$ cat src/rtl/alc_pkg.sv
package alc_pkg;
  localparam int ALC_DATA_W = 16;
  localparam int ALC_ACC_N  = 4;
  localparam int ALC_ACC_W  = $clog2(ALC_ACC_N);

  typedef enum logic [2:0] {
    FN_MOV, FN_COM, FN_NEG, FN_ADD, FN_SUB, FN_AND, FN_OR, FN_XOR
  } alc_fn_e;

  typedef enum logic [1:0] {CY_KEEP, CY_ZERO, CY_ONE, CY_FLIP} alc_cy_e;

  typedef enum logic [1:0] {SH_NONE, SH_LEFT, SH_RIGHT, SH_SWAP} alc_sh_e;

  typedef enum logic [2:0] {
    SK_NEVER, SK_ALWAYS, SK_ZERO, SK_NONZERO, SK_CY1, SK_CY0, SK_NEG, SK_POS
  } alc_sk_e;

  // field order fixes bit positions, MSB first
  typedef struct packed {
    logic [ALC_ACC_W-1:0] src;
    logic [ALC_ACC_W-1:0] dst;
    alc_fn_e              fn;
    alc_sh_e              sh;
    alc_cy_e              cy;
    logic                 no_load;
    alc_sk_e              sk;
    logic                 spare;
  } alc_instr_t;
endpackage

$ cat src/rtl/alc_func_unit.sv
module alc_func_unit
  import alc_pkg::*;
#(
  parameter int DATA_W = ALC_DATA_W
) (
  input  alc_fn_e           fn_i,
  input  logic [DATA_W-1:0] src_i,
  input  logic [DATA_W-1:0] dst_i,
  output logic [DATA_W-1:0] res_o,
  output logic              cout_o
);
  logic [DATA_W-1:0] op_a, op_b, logic_res;
  logic              cin, arith;
  logic [DATA_W:0]   sum;

  // one shared adder: sub and neg use ~src with carry-in
  always_comb begin
    op_a  = '0;
    op_b  = '0;
    cin   = 1'b0;
    arith = 1'b0;
    unique case (fn_i)
      FN_ADD: begin op_a = dst_i; op_b = src_i;  arith = 1'b1; end
      FN_SUB: begin op_a = dst_i; op_b = ~src_i; cin = 1'b1; arith = 1'b1; end
      FN_NEG: begin op_a = '0;    op_b = ~src_i; cin = 1'b1; arith = 1'b1; end
      default: ;
    endcase
  end

  assign sum = {1'b0, op_a} + {1'b0, op_b} + {{DATA_W{1'b0}}, cin};

  always_comb begin
    unique case (fn_i)
      FN_MOV:  logic_res = src_i;
      FN_COM:  logic_res = ~src_i;
      FN_AND:  logic_res = src_i & dst_i;
      FN_OR:   logic_res = src_i | dst_i;
      FN_XOR:  logic_res = src_i ^ dst_i;
      default: logic_res = '0;
    endcase
  end

  assign res_o  = arith ? sum[DATA_W-1:0] : logic_res;
  assign cout_o = arith & sum[DATA_W];
endmodule

$ cat src/rtl/alc_shifter.sv
module alc_shifter
  import alc_pkg::*;
#(
  parameter int DATA_W = ALC_DATA_W
) (
  input  alc_sh_e           sh_i,
  input  logic [DATA_W-1:0] res_i,
  input  logic              cy_i,
  output logic [DATA_W-1:0] res_o,
  output logic              cy_o
);
  localparam int HALF_W = DATA_W / 2;

  logic [DATA_W-1:0] swapped;

  generate
    if (DATA_W % 2 == 0) begin : g_even
      assign swapped = {res_i[HALF_W-1:0], res_i[DATA_W-1:HALF_W]};
    end else begin : g_odd
      assign swapped = res_i;
    end
  endgenerate

  always_comb begin
    unique case (sh_i)
      SH_LEFT:  {cy_o, res_o} = {res_i, cy_i};
      SH_RIGHT: {cy_o, res_o} = {res_i[0], cy_i, res_i[DATA_W-1:1]};
      SH_SWAP:  {cy_o, res_o} = {cy_i, swapped};
      default:  {cy_o, res_o} = {cy_i, res_i};
    endcase
  end
endmodule

$ cat src/rtl/alc_skip_eval.sv
module alc_skip_eval
  import alc_pkg::*;
#(
  parameter int DATA_W = ALC_DATA_W
) (
  input  alc_sk_e           sk_i,
  input  logic [DATA_W-1:0] res_i,
  input  logic              cy_i,
  output logic              take_o
);
  logic is_zero, is_neg;

  assign is_zero = (res_i == '0);
  assign is_neg  = res_i[DATA_W-1];

  always_comb begin
    unique case (sk_i)
      SK_NEVER:   take_o = 1'b0;
      SK_ALWAYS:  take_o = 1'b1;
      SK_ZERO:    take_o = is_zero;
      SK_NONZERO: take_o = ~is_zero;
      SK_CY1:     take_o = cy_i;
      SK_CY0:     take_o = ~cy_i;
      SK_NEG:     take_o = is_neg;
      SK_POS:     take_o = ~is_neg;
      default:    take_o = 1'b0;
    endcase
  end
endmodule

$ cat src/rtl/alc_exec_unit.sv
module alc_exec_unit
  import alc_pkg::*;
#(
  parameter int DATA_W = ALC_DATA_W,
  parameter int ACC_N  = ALC_ACC_N,
  parameter int ACC_W  = $clog2(ACC_N)
) (
  input  logic                    clk_i,
  input  logic                    rst_ni,
  input  logic                    exec_i,
  input  logic [15:0]             instr_i,
  input  logic [ACC_N*DATA_W-1:0] acc_i,
  input  logic                    carry_i,
  output logic [DATA_W-1:0]       result_o,
  output logic                    carry_o,
  output logic [ACC_W-1:0]        dst_o,
  output logic                    wr_en_o,
  output logic                    skip_o
);
  alc_instr_t        ins;
  logic [DATA_W-1:0] acc_arr [ACC_N];
  logic [DATA_W-1:0] src_val, dst_val, fn_res, sh_res;
  logic              fn_cout, cy_base, cy_pre, sh_cy, take;
  logic              unused_spare;
  logic              armed_q;

  assign ins          = alc_instr_t'(instr_i);
  assign unused_spare = ins.spare;

  for (genvar k = 0; k < ACC_N; k++) begin : g_acc
    assign acc_arr[k] = acc_i[k*DATA_W +: DATA_W];
  end

  assign src_val = acc_arr[ins.src];
  assign dst_val = acc_arr[ins.dst];

  alc_func_unit #(.DATA_W(DATA_W)) u_fn (
    .fn_i  (ins.fn),
    .src_i (src_val),
    .dst_i (dst_val),
    .res_o (fn_res),
    .cout_o(fn_cout)
  );

  always_comb begin
    unique case (ins.cy)
      CY_ZERO: cy_base = 1'b0;
      CY_ONE:  cy_base = 1'b1;
      CY_FLIP: cy_base = ~carry_i;
      default: cy_base = carry_i;
    endcase
  end

  assign cy_pre = cy_base ^ fn_cout;

  alc_shifter #(.DATA_W(DATA_W)) u_sh (
    .sh_i (ins.sh),
    .res_i(fn_res),
    .cy_i (cy_pre),
    .res_o(sh_res),
    .cy_o (sh_cy)
  );

  alc_skip_eval #(.DATA_W(DATA_W)) u_sk (
    .sk_i  (ins.sk),
    .res_i (sh_res),
    .cy_i  (sh_cy),
    .take_o(take)
  );

  always_ff @(posedge clk_i or negedge rst_ni) begin
    if (!rst_ni) begin
      result_o <= '0;
      carry_o  <= 1'b0;
      dst_o    <= '0;
      wr_en_o  <= 1'b0;
      skip_o   <= 1'b0;
      armed_q  <= 1'b0;
    end else begin
      result_o <= sh_res;
      carry_o  <= sh_cy;
      dst_o    <= ins.dst;
      wr_en_o  <= exec_i & ~ins.no_load;
      skip_o   <= exec_i & take;
      armed_q  <= 1'b1;
    end
  end


  reset_clear_chk: assert property (@(posedge clk_i) !rst_ni |=>
    (result_o == '0 && !carry_o && dst_o == '0 && !wr_en_o && !skip_o));


  dst_echo_chk: assert property (@(posedge clk_i) disable iff (!rst_ni)
    armed_q && $past(exec_i) |-> dst_o == $past(instr_i[13:12]));


  swap_carry_chk: assert property (@(posedge clk_i) disable iff (!rst_ni)
    armed_q && $past(instr_i[8:7] == 2'd3 && instr_i[6:5] == 2'd0 && instr_i[11:9] >= 3'd5)
    |-> carry_o == $past(carry_i));


  skip_zero_chk: assert property (@(posedge clk_i) disable iff (!rst_ni)
    armed_q && $past(exec_i && instr_i[3:1] == 3'd2) |-> skip_o == (result_o == '0));


  skip_sign_chk: assert property (@(posedge clk_i) disable iff (!rst_ni)
    armed_q && $past(exec_i && instr_i[3:1] == 3'd6) |-> skip_o == result_o[DATA_W-1]);


  no_load_chk: assert property (@(posedge clk_i) disable iff (!rst_ni)
    armed_q && $past(exec_i && instr_i[4]) |-> !wr_en_o);


  idle_quiet_chk: assert property (@(posedge clk_i) disable iff (!rst_ni)
    armed_q && $past(!exec_i) |-> !wr_en_o && !skip_o);
endmodule

$ cat config.mk
export PLATFORM = sky130hd
export DESIGN_NAME = alc_exec_unit
export DESIGN_NICKNAME = d
export VERILOG_FILES = /design/src/rtl/alc_pkg.sv /design/src/rtl/alc_func_unit.sv /design/src/rtl/alc_shifter.sv /design/src/rtl/alc_skip_eval.sv /design/src/rtl/alc_exec_unit.sv
export SDC_FILE = /design/constraint.sdc
export NUM_CORES = 1
export LEC_CHECK = 0
export ABC_AREA = 0
export BUFFER_PORTS_ARGS = -buffer_cell sky130_fd_sc_hd__buf_2
export CORE_UTILIZATION = 45
export DETAILED_ROUTE_END_ITERATION = 16
export PLACE_DENSITY_LB_ADDON = 0.1
export SLEW_MARGIN = 10
export SYNTH_ARGS = -nofsm -noshare
export SYNTH_HDL_FRONTEND = slang
export SYNTH_SLANG_ARGS = --single-unit
$ cat constraint.sdc
create_clock -name clk_i -period 0.8 [get_ports clk_i]
set_input_delay 0.04 -clock clk_i [delete_from_list [all_inputs] [get_ports clk_i]]
set_output_delay 0.04 -clock clk_i [all_outputs]
set_load 0.02 [all_outputs]
======== After elaboration in Yosys (flattened, before gate mapping) ========
Cells that the tools add are included.
W data, S select, Z words.
word-level totals
  word-level logic and storage cells ...... 66
  output and inout bits ................... 21
  input port bits ......................... 84
  register bits after elaboration ......... 21
operators by class
  add/subtract/negate cells ............... 2
  eq/ne operators ......................... 20
  reductions and logical operators ........ 6
  bitwise gates (word level) .............. 15
  mux-type cells .......................... 16
  magnitude comparators ................... 2
operators with widths
  cell                  number
  $mux W16              6
  $pmux W16 S5          1
  $bmux W16 S2          2
  $pmux W16 S3          1
  $pmux W16 S2          1
  $eq A3 B3 Y1 const B  8
  $add A16 B16 Y17      1
  $add A17 B1 Y17       1
  $and A16 B16 Y16      1
  $logic_not A16 Y1     1
  $not A16 Y16          1
  $or A16 B16 Y16       1
  $xor A16 B16 Y16      1
  $eq A3 B2 Y1 const B  4
  $eq A2 B2 Y1 const B  4
  $pmux W1 S8           1
  $eq A3 B1 Y1 const B  2
  $ge A3 B3 Y1 const B  2
  $logic_not A3 Y1      2
  $not A2 Y3            2
  $not A1 Y1            5
  $eq A2 B1 Y1 const B  2
  $reduce_or A2 Y1      2
  $and A1 B1 Y1         3
  other kinds (5)       6

======== Logic depth before layout (Yosys ltp) ========
Gate-level depths: netlist of run 1.
  word-level depth ........................ 15
  mapped depth ............................ 20
  depth with buffers taken out ............ 18

======== By module ========
Synthesis of run 1 repeated with hierarchy kept, for this count alone.
unflattened totals
  cells, all modules ...................... 523
  area total of the unflattened synthesis .. 4396.7 sq um
modules (own cells, without submodules)
  module         cells an instance  sequential area each (sq um)  area each (sq um)  instances
  alc_func_unit  383                0.0                           2393.5             1
  alc_exec_unit  66                 525.5                         1403.8             1
  alc_shifter    64                 0.0                           508.0              1
  alc_skip_eval  10                 0.0                           91.3               1

======== Worst setup path after synthesis of run 1 ========
OpenSTA, ideal clock, no wires.
  kind .................................... input to register
  start ................................... in instr_i[10]
  end ..................................... reg skip_o
  required time ........................... 0.672 ns
  setup slack ............................. -4.068 ns
  path buffers ............................ 4
  library setup time ...................... 0.128 ns
  data arrival time ....................... 4.740 ns
  stages on the path ...................... 20
  cell sequence ........................... buf_2 > buf_4 > buf_2 > nor2_1 > o21ai_1 > clkbuf_1 > mux2i_1 > fa_1 > fa_1 > a21oi_1 > o221ai_2 > o2111a_1 > or3_1 > a31oi_1 > nand2b_1 > a31oi_1 > or4_1 > nor4_2 > a22oi_1 > mux2i_1
on the way
  longest elaborated chain between the ends .. 12
  elaborated cells on any way between the ends .. 29
  those cells by class .................... add/sub: 2; eq/ne: 7; mux: 9; bitwise: 6; reduce/logical: 5
ends and longest elaborated chain
  element                                              line                 source
  from (decl)                                          alc_exec_unit.sv:11  input logic [15:0] instr_i,
  $eq A3 B3 Y1 / $eq A3 B2 Y1 (equally long branches)  alc_func_unit.sv:22  unique case (fn_i)
  $reduce_or A2 Y1 (no line)                           -
  $pmux W16 S2 / $mux W16 (equally long branches)      alc_func_unit.sv:22
  $add A16 B16 Y17                                     alc_func_unit.sv:30  assign sum = {1'b0, op_a} + {1'b0, op_b} + {{DATA_W{1'b0}}, cin};
  $add A17 B1 Y17                                      alc_func_unit.sv:30
  $and A1 B1 Y1                                        alc_func_unit.sv:44  assign cout_o = arith & sum[DATA_W];
  $xor A1 B1 Y1                                        alc_exec_unit.sv:54  assign cy_pre = cy_base ^ fn_cout;
  $pmux W16 S3 *                                       alc_shifter.sv:25    unique case (sh_i)
  named net sh_res[15]                                 alc_exec_unit.sv:22  logic [DATA_W-1:0] src_val, dst_val, fn_res, sh_res;
  $logic_not A16 Y1                                    alc_skip_eval.sv:13  assign is_zero = (res_i == '0);
  $not A1 Y1                                           alc_skip_eval.sv:21  SK_NONZERO: take_o = ~is_zero;
  $pmux W1 S8 *                                        alc_skip_eval.sv:17  unique case (sk_i)
  $and A1 B1 Y1 *                                      alc_exec_unit.sv:84  skip_o <= exec_i & take;
  to (signal assigned)                                 alc_exec_unit.sv:84
  to (decl)                                            alc_exec_unit.sv:18  output logic skip_o
Mark *: on every way through the listed nets, which the timed path passes. The rest lies on a longest branch.

======== Final worst setup path of run 1 ========
  start ................................... in instr_i[10]
  end ..................................... reg skip_o
on the way
  longest elaborated chain between the ends .. 12
  elaborated cells on any way between the ends .. 29
  those cells by class .................... add/sub: 2; eq/ne: 7; mux: 9; bitwise: 6; reduce/logical: 5
ends and longest elaborated chain
  element                                              line
  $eq A3 B3 Y1 / $eq A3 B2 Y1 (equally long branches)  alc_func_unit.sv:22
  $reduce_or A2 Y1 (no line)                           -
  $pmux W16 S2 / $mux W16 (equally long branches)      alc_func_unit.sv:22
  $add A16 B16 Y17                                     alc_func_unit.sv:30
  $add A17 B1 Y17                                      alc_func_unit.sv:30
  $and A1 B1 Y1                                        alc_func_unit.sv:44
  $xor A1 B1 Y1                                        alc_exec_unit.sv:54
  $pmux W16 S3                                         alc_shifter.sv:25
  $logic_not A16 Y1                                    alc_skip_eval.sv:13
  $not A1 Y1                                           alc_skip_eval.sv:21
  $pmux W1 S8 *                                        alc_skip_eval.sv:17
  $and A1 B1 Y1 *                                      alc_exec_unit.sv:84
Mark *: on every way between the ends. The rest lies on a longest branch, timed or not.

==> results of run 1 <==
-- through the flow --
stage,hold WS (ns),total power [W],worst slack [ns],setup TNS [ns],std cells
global route,0.05689,0.008630,-3.279,-43.06,992
floorplan,-0.2556,0.003963,-3.310,-40.37,563
CTS,0.04193,0.007713,-3.062,-39.24,978
finish,0.04912,0.008153,-3.112,-40.69,992
detailed placement,0.01755,0.006233,-3.551,-49.18,954
global placement,0.007999,0.006100,-3.475,-47.93,954
-- registers in the layout, summed over array words and instances, names as in the netlist --
register	count
result_o	16
dst_o	2
carry_o	1
skip_o	1
wr_en_o	1
-- power by group --
part	total (W)	switching [W]	leakage (nW)	internal (W)
clock	0.000710	0.000363	0.0255	0.000347
sequential	0.00129	0.0000746	0.257	0.00122
combinational	0.00615	0.00296	3.46	0.00319
-- metal layers --
metal	vias to the layer above	routed length, microns	GRT usage [%]	part of all wire (%)
li1	2706	-	-	-
met1	2723	7025	37.02	39
met5	-	0	0	0
met3	63	1017	2.454	5.7
met2	295	8993	59.49	51
met4	0	768	14.91	4.3
-- placed cells by master (no fill, tap or decap), types with 4 or more instances in the layout --
cell	count
inv_2	5
o21ai_0	19
a21oi_2	12
nor2_2	6
nor3_1	7
buf_6	40
nand4_1	5
inv_1	45
nand2_1	36
o21ai_2	8
mux2_2	6
mux4_2	27
buf_12	4
nand3_1	22
a21oi_1	14
buf_4	205
o211ai_1	4
nor2_1	38
buf_2	79
a31oi_1	5
a22oi_1	10
o21ai_1	8
o21a_1	6
xnor2_1	19
a221o_1	6
a221oi_2	6
a21o_1	6
mux2i_1	21
dfrtp_1	21
a21oi_4	4
o22ai_1	11
ha_1	47
-- worst min-delay path by stage --
stage | cells past startpoint | slack, ns | start | endpoint
floorplan | 0 | -0.26 | rst_ni | carry_o
finish | 2 | 0.05 | exec_i | wr_en_o
global placement | 1 | 0.008 | rst_ni | result_o[8]
detailed placement | 1 | 0.02 | rst_ni | result_o[9]
CTS | 2 | 0.04 | exec_i | wr_en_o
global route | 2 | 0.06 | exec_i | wr_en_o
-- layout make-up --
| type | count | area, sq um |
|---|---|---|
| Timing Repair Buffer | 334 | 2562 |
| Fill cell | 717 | 2190 |
| Tap cell | 133 | 166.4 |
| Inverter | 50 | 187.7 |
| Multi-Input combinational cell | 450 | 4232 |
| Sequential cell | 21 | 525.5 |
| Clock inverter | 1 | 5.005 |
| Clock buffer | 3 | 41.29 |
-- cells by family after synthesis --
group / after synthesis / synth area share (%)
buffers and inverters: 92 / 8.535
flip-flops: 21 / 11.31
XOR/XNOR: 24 / 4.685
adder cells (fa/ha/maj): 53 / 14.59
multiplexers: 59 / 21.27
AND/OR/NAND/NOR: 152 / 15.83
AO/OA/AOI/OAI: 162 / 23.78
-- what timing repair did --
action	in CTS	in global routing
setup endpoints to repair	39	39
pin swaps	36	23
buffers inserted	17	13
endpoints found under the hold margin	22	0
hold buffers	2	0
cloned	1	1
resized for setup	140	52
==> summary.txt, run 1 <==
Routing
  – ANT nets after route: 0
  – DR vias: between 5,000 and 6,000
  – Drt first pass iters: 7
  – DRC: 0
  – Vias/cell: approximately 6
  – DR WL/cell: between 15 and 20 microns
  – Iter 0 DRT Violations: 388
  – Routed WL: 17,810 microns

Critical path
  – Buf+Inv Stages, Crit Path: 3
  – Worst path depth: 18
  – Nature of the critical path startpoint: input port
  – Critical Path End: skip_o
  – CP Data Required Time: between 0.9 and 1 ns
  – Worst path slowest cell: or4_1
  – Critical path cell sequence: buf_4 > nor2b_4 > buf_6 > o21ai_4 > mux2i_1 > fa_2 > fa_2 > buf_4 > xor2_1 > o221ai_1 > and3b_2 > a221oi_2 > a32o_2 > o2111ai_1 > or4_1 > nor4_2 > a22oi_1 > mux2i_1
  – CP arrival: between 4 and 5 ns
  – Cell family contributing the most delay on the critical path: compound AO/OA/AOI/OAI gates
  – Max incr delay on CP: 0.50 ns
  – Critical path launch point: instr_i[10]
  – Crit Path Max Fanout: 5
  – Setup crit end kind: flop
  – Crit path kind: in2reg

Floorplanning
  – Die Ht: around 100 microns
  – Core Region: just under 0.01 sq mm
  – Die ar.: around 0.011 sq mm
  – Starting Density: ~47%
  – Site row count: 36
  – Die X: just over 100 microns
  – Io pins: 105

Global route
  – Vias in the first global route: 5,818
  – Gr ovfl total: 0
  – Total GRT Usage: about a third
  – Initial antenna violation count: 0
  – First-pass GRT wire length: between 20,000 and 30,000 microns
  – Largest net degree at the start of global routing: 29

Timing
  – Final setup vio count: 39
  – Worst slew margin: roughly half
  – Unrepaired setup endpoints after global routing: yes
  – Worst-Margin Slew: between 0.7 and 0.8 ns
  – Slew Limit Fails: 0
  – Final hold vios: 0
  – Final WS setup: -3.112 ns
  – Post-layout minimum cycle time: 3.912 ns
  – Period utilisation layout: 488.9%
  – Fmax: approximately 0.26 GHz

Synth
  – Ys Warns: 0
  – Mapped Cells: 563
  – Yosys reg bits: 21
  – Commonest cells post-synth: ha_1 (51), inv_1 (50), nor2_1 (45)
  – Asr flop ratio synth: 100.0%
  – Synth Cell Area: roughly 0.0046 sq mm
  – Synth area leaders: ha_1 (14%), dfrtp_1 (11%), mux4_2 (11%), mux2i_1 (5.0%), inv_1 (4.0%)
  – Post-synth top flop: dfrtp_1
  – Most frequent cell after synthesis: ha_1
  – EDFF count, synth: 0
  – Area leader, netlist: ha_1
  – Netlist cell types: 70
  – Seq/Total Area, Yosys: 11.31%
  – Avg Inst Size Synth: ~8.3 sq um
  – Syn_nets: 700
  – Synth top area share: a little over an eighth

Place
  – Gp weighted congestion: 0.9387
  – PortBufs: just over 100
  – Post-DP HPWL: roughly 14,000 microns
  – DP Area: 0.006661 sq mm

Cells and area
  – Finished Cell Area: 0.007720 sq mm
  – Layout Utilization: between 70% and 80%
  – # diodes: 0
  – P&R area growth vs syn: 66.13%
  – Share of layout cells above drive strength 1: 54.60%
  – Final net count: roughly 1,000

Power and ir drop
  – Max VDD drop: slightly above 0.9 mV
  – Pwr/cell area: 1056 mW/mm^2
  – Pleak: approximately 3.7 nW

Clocking
  – Clk pin slew, worst setup/hold paths: roughly 0.08 ns
  – Clock sinks: 21
  – Clock root buffer master: clkbuf_8
  – H-Tree Depth: 1
  – CTS tree: done
  – CTS Buf Count: 3
  – Deepest clock path buffer count: 2

Outcome
  – Outcome: finished, violations left
  – Violated checks: setup timing

Job
  – Maxcap violations: 0

Hold path
  – Worst hold path class: in2reg
No activity file was read; power rests on OpenSTA's default activity.
==> run 2, diff against run 1 <==
--- a/config.mk
+++ b/config.mk
@@ -6,9 +6,10 @@
 export NUM_CORES = 1
 export LEC_CHECK = 0
 export ABC_AREA = 0
-export BUFFER_PORTS_ARGS = -buffer_cell sky130_fd_sc_hd__buf_2
+export CORE_MARGIN = 8
 export CORE_UTILIZATION = 45
 export DETAILED_ROUTE_END_ITERATION = 16
+export DONT_BUFFER_PORTS = 1
 export PLACE_DENSITY_LB_ADDON = 0.1
 export SLEW_MARGIN = 10
 export SYNTH_ARGS = -nofsm -noshare
==> run 2 against run 1 <==
  * Wire length down 5.5%
  * Worst setup slack better by 0.16 ns
  * The run ends with hold timing, setup timing left
  * Hold slack worse by 0.073 ns
  * Count of clock-buffer cells in the layout unchanged
  * Combinational power down 17%
  * Die area up 29%
  * Critical path depth down 1
  * Largest cell class unchanged
  * First-iteration DRC count down 12%
==> summary.txt, run 2 (same netlist as run 1, synthesis figures left out) <==
Outcome
  – Outcome: finished, violations left
  – Violated checks: hold timing, setup timing

Critical path
  – Critical path cell sequence: mux4_2 > inv_2 > nor2_2 > fa_2 > fa_2 > a21oi_4 > o221ai_2 > buf_6 > o211ai_1 > or3_4 > a31oi_4 > a211oi_2 > o21bai_1 > or4_4 > nor4_4 > a22oi_2 > mux2i_1
  – CP Data Required Time: 0.94 ns
  – Crit path kind: in2reg
  – Most used cell, CP: fa_2
  – Nature of the critical path startpoint: input port
  – Crit Path Max Fanout: 17
  – Max incr delay on CP: about 0.50 ns
  – Worst path slowest cell: mux4_2
  – Setup crit end kind: flop
  – CP arrival: between 3 and 4 ns

Power and ir drop
  – Max VDD drop: around 0.75 mV
  – Pleak: ~3.2 nW
  – Pwr/cell area: 1063 mW/mm^2

Routing
  – WL met1: approximately 6700 microns
  – Iter 0 DRT Violations: approximately 340
  – DRC: 0
  – Routed WL: around 17,000 microns
  – Vias/cell: 5.933
  – DR vias: 5,150
  – Drt first pass iters: 5
  – Met3 wire length: about 1200 microns
  – Top sig layer: met4
  – ANT nets after route: 0
  – DR WL/cell: ~19 microns
  – Routed wl met2: approximately 8400 microns

Floorplanning
  – Site row count: 37
  – Die Ht: 117.6 microns
  – Die X: between 100 and 150 microns
  – Die ar.: between 0.01 and 0.015 sq mm
  – Core Region: about 0.010 sq mm
  – Starting Density: between 40% and 50%
  – Io pins: approximately 110

Global route
  – Gr ovfl total: 0
  – Initial antenna violation count: 0
  – Vias in the first global route: 5,219
  – Largest net degree at the start of global routing: 30
  – First-pass GRT wire length: about 26,000 microns
  – Total GRT Usage: 22.75%

Timing
  – Fin Hold WS: -0.02391 ns
  – Period utilisation layout: 468.4%
  – Final setup vio count: 18
  – TNS Setup: -37.67 ns
  – Post-layout minimum cycle time: approximately 3.7 ns
  – Unrepaired setup endpoints after global routing: yes
  – Final hold vios: 22
  – Worst-Margin Slew: 0.8896 ns
  – Slew Limit Fails: 0
  – Worst slew margin: around 40%
  – Final WS setup: -2.947 ns
  – Fmax: roughly 0.27 GHz

Cells and area
  – Share of layout cells above drive strength 1: 45.49%
  – Final net count: between 800 and 900
  – Most common cell after layout, fill and taps aside: buf_4
  – # diodes: 0
  – P&R area growth vs syn: 47.25%
  – # fillers: about 850
  – Biggest register: result_o
  – Top flop regs: result_o: 16 flops, dst_o: 2 flops
  – Max FFs per register: 16
  – Most frequent cells in the layout: buf_4 (183), ha_1 (50), inv_1 (48)

Clocking
  – Clock root buffer master: clkbuf_8
  – CTS tree: done
  – Clk pin slew, worst setup/hold paths: 0.07 ns
  – H-Tree Depth: 1
  – # hold bufs at CTS: 6
  – CTS Buf Count: 3
  – Deepest clock path buffer count: 2
  – Clock sinks: 21

Place
  – Gp weighted congestion: 0.9375
  – Post-DP HPWL: approximately 13,000 microns
  – PortBufs: 0

Job
  – Maxcap violations: 0

Hold path
  – Worst hold path class: in2async
[run 2: final timing paths]
kind,start,to,slack (ns),depth (start not counted)
min in group clk_i,instr_i[2],skip_o,-0.02,2
hold / removal,rst_ni,result_o[15],-0.02,1
max in group asynchronous,rst_ni,result_o[5],0.28,1
setup / recovery,instr_i[12],skip_o,-2.95,17
[run 2: timing repair]
action	CTS	global route
setup buffers	15	10
hold endpoints to repair	25	1
endpoints found under the setup margin	18	39
pin swaps	27	34
resized for setup	71	59
[run 2: worst max-delay path, delay by kind of cell]
family	cells	cell delay, ns
compound gates	7	1.15
fa+ha+maj	2	0.80
buf+inv	2	0.24
mux	2	0.62
simple gates	4	1.03
[run 2: metal layers]
metal  track usage [%]  vias up
li1                  -     2435
met1             26.96     2483
met2             39.91      202
met3             4.892       30
met4             7.446        0
met5                 0        -
[run 2: report_power, final]
group / total, W / switching [W] / internal, W
clock network: 0.000659 / 0.000313 / 0.000346
logic: 0.00513 / 0.00240 / 0.00273
registers: 0.00149 / 0.000270 / 0.00122
[run 2: final cells by class]
type                    instances  area, sq um  area share (%)
flip-flops and latches         21        525.5           7.680
inverters                      50        187.7           2.743
repair buffers                207         1648           24.08
well taps                     136        170.2           2.487
clock inverters                 1        5.005         0.07314
clock buffers                   3        41.29          0.6034
multi-input cells             450         4265           62.33
[run 2: per-stage QoR]
stage	utilization [%]	std cells	setup WS, ns	instance area [sq um]	power [W]
floorplan	-	563	-3.310	4766	0.003963
global placement	58.98	835	-3.280	6007	0.005568
detailed placement	58.98	835	-3.365	6007	0.005664
CTS	63.45	859	-2.936	6462	0.006798
global route	67.19	868	-3.088	6843	0.007756
finish	67.19	868	-2.947	6843	0.007274
==> run 3, diff against run 2 <==
--- a/config.mk
+++ b/config.mk
@@ -11,6 +11,7 @@
 export DETAILED_ROUTE_END_ITERATION = 16
 export DONT_BUFFER_PORTS = 1
 export PLACE_DENSITY_LB_ADDON = 0.1
+export REMOVE_ABC_BUFFERS = 1
 export SLEW_MARGIN = 10
 export SYNTH_ARGS = -nofsm -noshare
 export SYNTH_HDL_FRONTEND = slang
==> run 3 against run 2 <==
  * The flow still finishes with violations (hold timing, setup timing)
  * Sequential share of layout area rose by 0.31 points
  * Hold slack got worse by 0.0013 ns
  * Wire length fell by 1.4%
  * Global-route usage rose by 0.26 points
  * Utilization fell by 2.6 points
==> summary.txt, run 3 (same netlist as run 1, synthesis figures left out) <==
Cells and area
  – # fillers: 902
  – # diodes: 0
  – Register area: roughly 530 sq um
  – Share of layout cells above drive strength 1: 42.00%
  – Most common cell after layout, fill and taps aside: buf_4
  – Max FFs per register: 16
  – Biggest register: result_o
  – Area occupied by multi-input gates: around 0.004 sq mm
  – Top flop regs: result_o: 16 flops, dst_o: 2 flops
  – Final net count: approximately 860
  – P&R area growth vs syn: 41.57%
  – Most frequent cells in the layout: buf_4 (177), inv_1 (49), ha_1 (48)

Place
  – Post-Place Setup Slack: -3.678 ns
  – Gp weighted congestion: between 0.9 and 1
  – PortBufs: 0
  – Post-DP HPWL: between 10,000 and 15,000 microns

Timing
  – Period utilisation layout: 460.0%
  – Slew Limit Fails: 0
  – Final setup vio count: 18
  – Fin Hold WS: -0.02518 ns
  – Unrepaired setup endpoints after global routing: yes
  – Worst-Margin Slew: between 0.8 and 0.9 ns
  – Worst slew margin: between 40% and 50%
  – Final hold vios: 21
  – Post-layout minimum cycle time: 3.680 ns
  – Final WS setup: -2.880 ns
  – Fmax: roughly 0.27 GHz

Clocking
  – Deepest clock path buffer count: 2
  – H-Tree Depth: 1
  – Clock sinks: 21
  – CTS Buf Count: 3
  – CTS tree: done
  – Clk pin slew, worst setup/hold paths: roughly 0.070 ns
  – Clock root buffer master: clkbuf_8

Routing
  – DR WL/cell: between 15 and 20 microns
  – ANT nets after route: 0
  – Drt first pass iters: 5
  – DRC: 0
  – DR vias: roughly 5,100
  – Vias/cell: just under 6
  – Iter 0 DRT Violations: about 290
  – Routed WL: between 15,000 and 20,000 microns

Critical path
  – Setup crit end kind: flop
  – Crit Path Max Fanout: 17
  – CP Data Required Time: ~0.93 ns
  – CP arrival: ~3.8 ns
  – Crit path kind: in2reg
  – Nature of the critical path startpoint: input port

Floorplanning
  – Die ar.: about 0.014 sq mm
  – Site row count: 37
  – Starting Density: between 40% and 50%
  – Die Ht: between 100 and 150 microns
  – Io pins: about 110
  – Die X: between 100 and 150 microns
  – Core Region: approximately 0.010 sq mm

Power and ir drop
  – Pleak: ~3.1 nW
  – Flop pwr share: between 20% and 30%
  – Max VDD drop: just over 1 mV
  – Pint: just over 0.004 W
  – Clock share of power: roughly a tenth
  – P_sw: approximately 0.0028 W
  – Design Power: a little under 0.007 W
  – Switching Share: slightly above 40%
  – Combinational Power Share: between 60% and 70%
  – Pwr/cell area: 1039 mW/mm^2

Job
  – Maxcap violations: 0

Global route
  – Largest net degree at the start of global routing: 30
  – First-pass GRT wire length: roughly 27,000 microns
  – Gr ovfl total: 0
  – Initial antenna violation count: 0
  – Vias in the first global route: ~5,400
  – Total GRT Usage: between 20% and 30%

Hold path
  – Worst hold path class: in2async

Outcome
  – Violated checks: hold timing, setup timing
  – Outcome: finished, violations left
[run 3: final timing paths]
kind,endpoint,startpoint,cells after the start,slack [ns]
max,skip_o,instr_i[12],16,-2.88
min in group clk_i,skip_o,instr_i[2],2,0.01
min,result_o[0],rst_ni,1,-0.03
max in group asynchronous,dst_o[0],rst_ni,1,0.29
[run 3: what timing repair did]
item,CTS,global route
pin swaps,28,13
endpoints found under the setup margin,18,39
cloned,0,0
buffers inserted,11,6
resized for setup,73,39
hold buffers,5,2
endpoints found under the hold margin,25,1
[run 3: layout make-up]
class                      count  share of cell area, %
multi-input combinational    450                  62.59
timing repair buffer         194                  23.28
sequential                    21                  7.988
inverter                      50                  2.853
tap                          136                  2.587
clock buffer                   3                 0.6276
clock inverter                 1                0.07607
[run 3: per-layer routing]
layer  part of all wire (%)  vias to the layer above  track usage, %
met3                    6.1                       24           3.933
met4                    1.3                        0           4.724
met5                      0                        -               0
met1                     40                     2473           26.41
met2                     52                      158           43.44
li1                       -                     2415               -
[run 3: power by group through the flow]
stage | Clock, W | Combinational [W] | Sequential (W)
global placement | 0 | 0.00396 | 0.00151
global route | 0.000725 | 0.00510 | 0.00151
finish | 0.000644 | 0.00471 | 0.00148
detailed placement | 0 | 0.00403 | 0.00151
floorplan | 0 | 0.00222 | 0.00148
CTS | 0.000675 | 0.00447 | 0.00149
[run 3: worst max-delay path: stages]
cell      delay [ns]
mux4_2          0.51
inv_2           0.09
nor2_2          0.05
fa_2            0.39
fa_2            0.39
a21oi_4         0.15
o221ai_2        0.12
o2111a_1        0.28
or3_4           0.41
a31oi_4         0.16
o21ai_1         0.10
o21a_1          0.13
or4_1           0.53
nor4_2          0.22
a22oi_1         0.11
mux2i_1         0.13
[run 3: through the flow]
| stage | hold WS (ns) | instance area, sq um | util [%] | instances | TNS [ns] |
|---|---|---|---|---|---|
| 2_1_floorplan | -0.2556 | 4438 | - | 521 | -48.05 |
| 3_3_place_gp | -0.2551 | 5917 | 58.10 | 828 | -47.34 |
| 3_5_place_dp | -0.2550 | 5917 | 58.10 | 828 | -48.44 |
| 4_1_cts | 0.004625 | 6352 | 62.37 | 847 | -38.39 |
| 5_1_grt | 0.009531 | 6579 | 64.59 | 855 | -38.02 |
| 6_report | -0.02518 | 6579 | 64.59 | 855 | -36.43 |
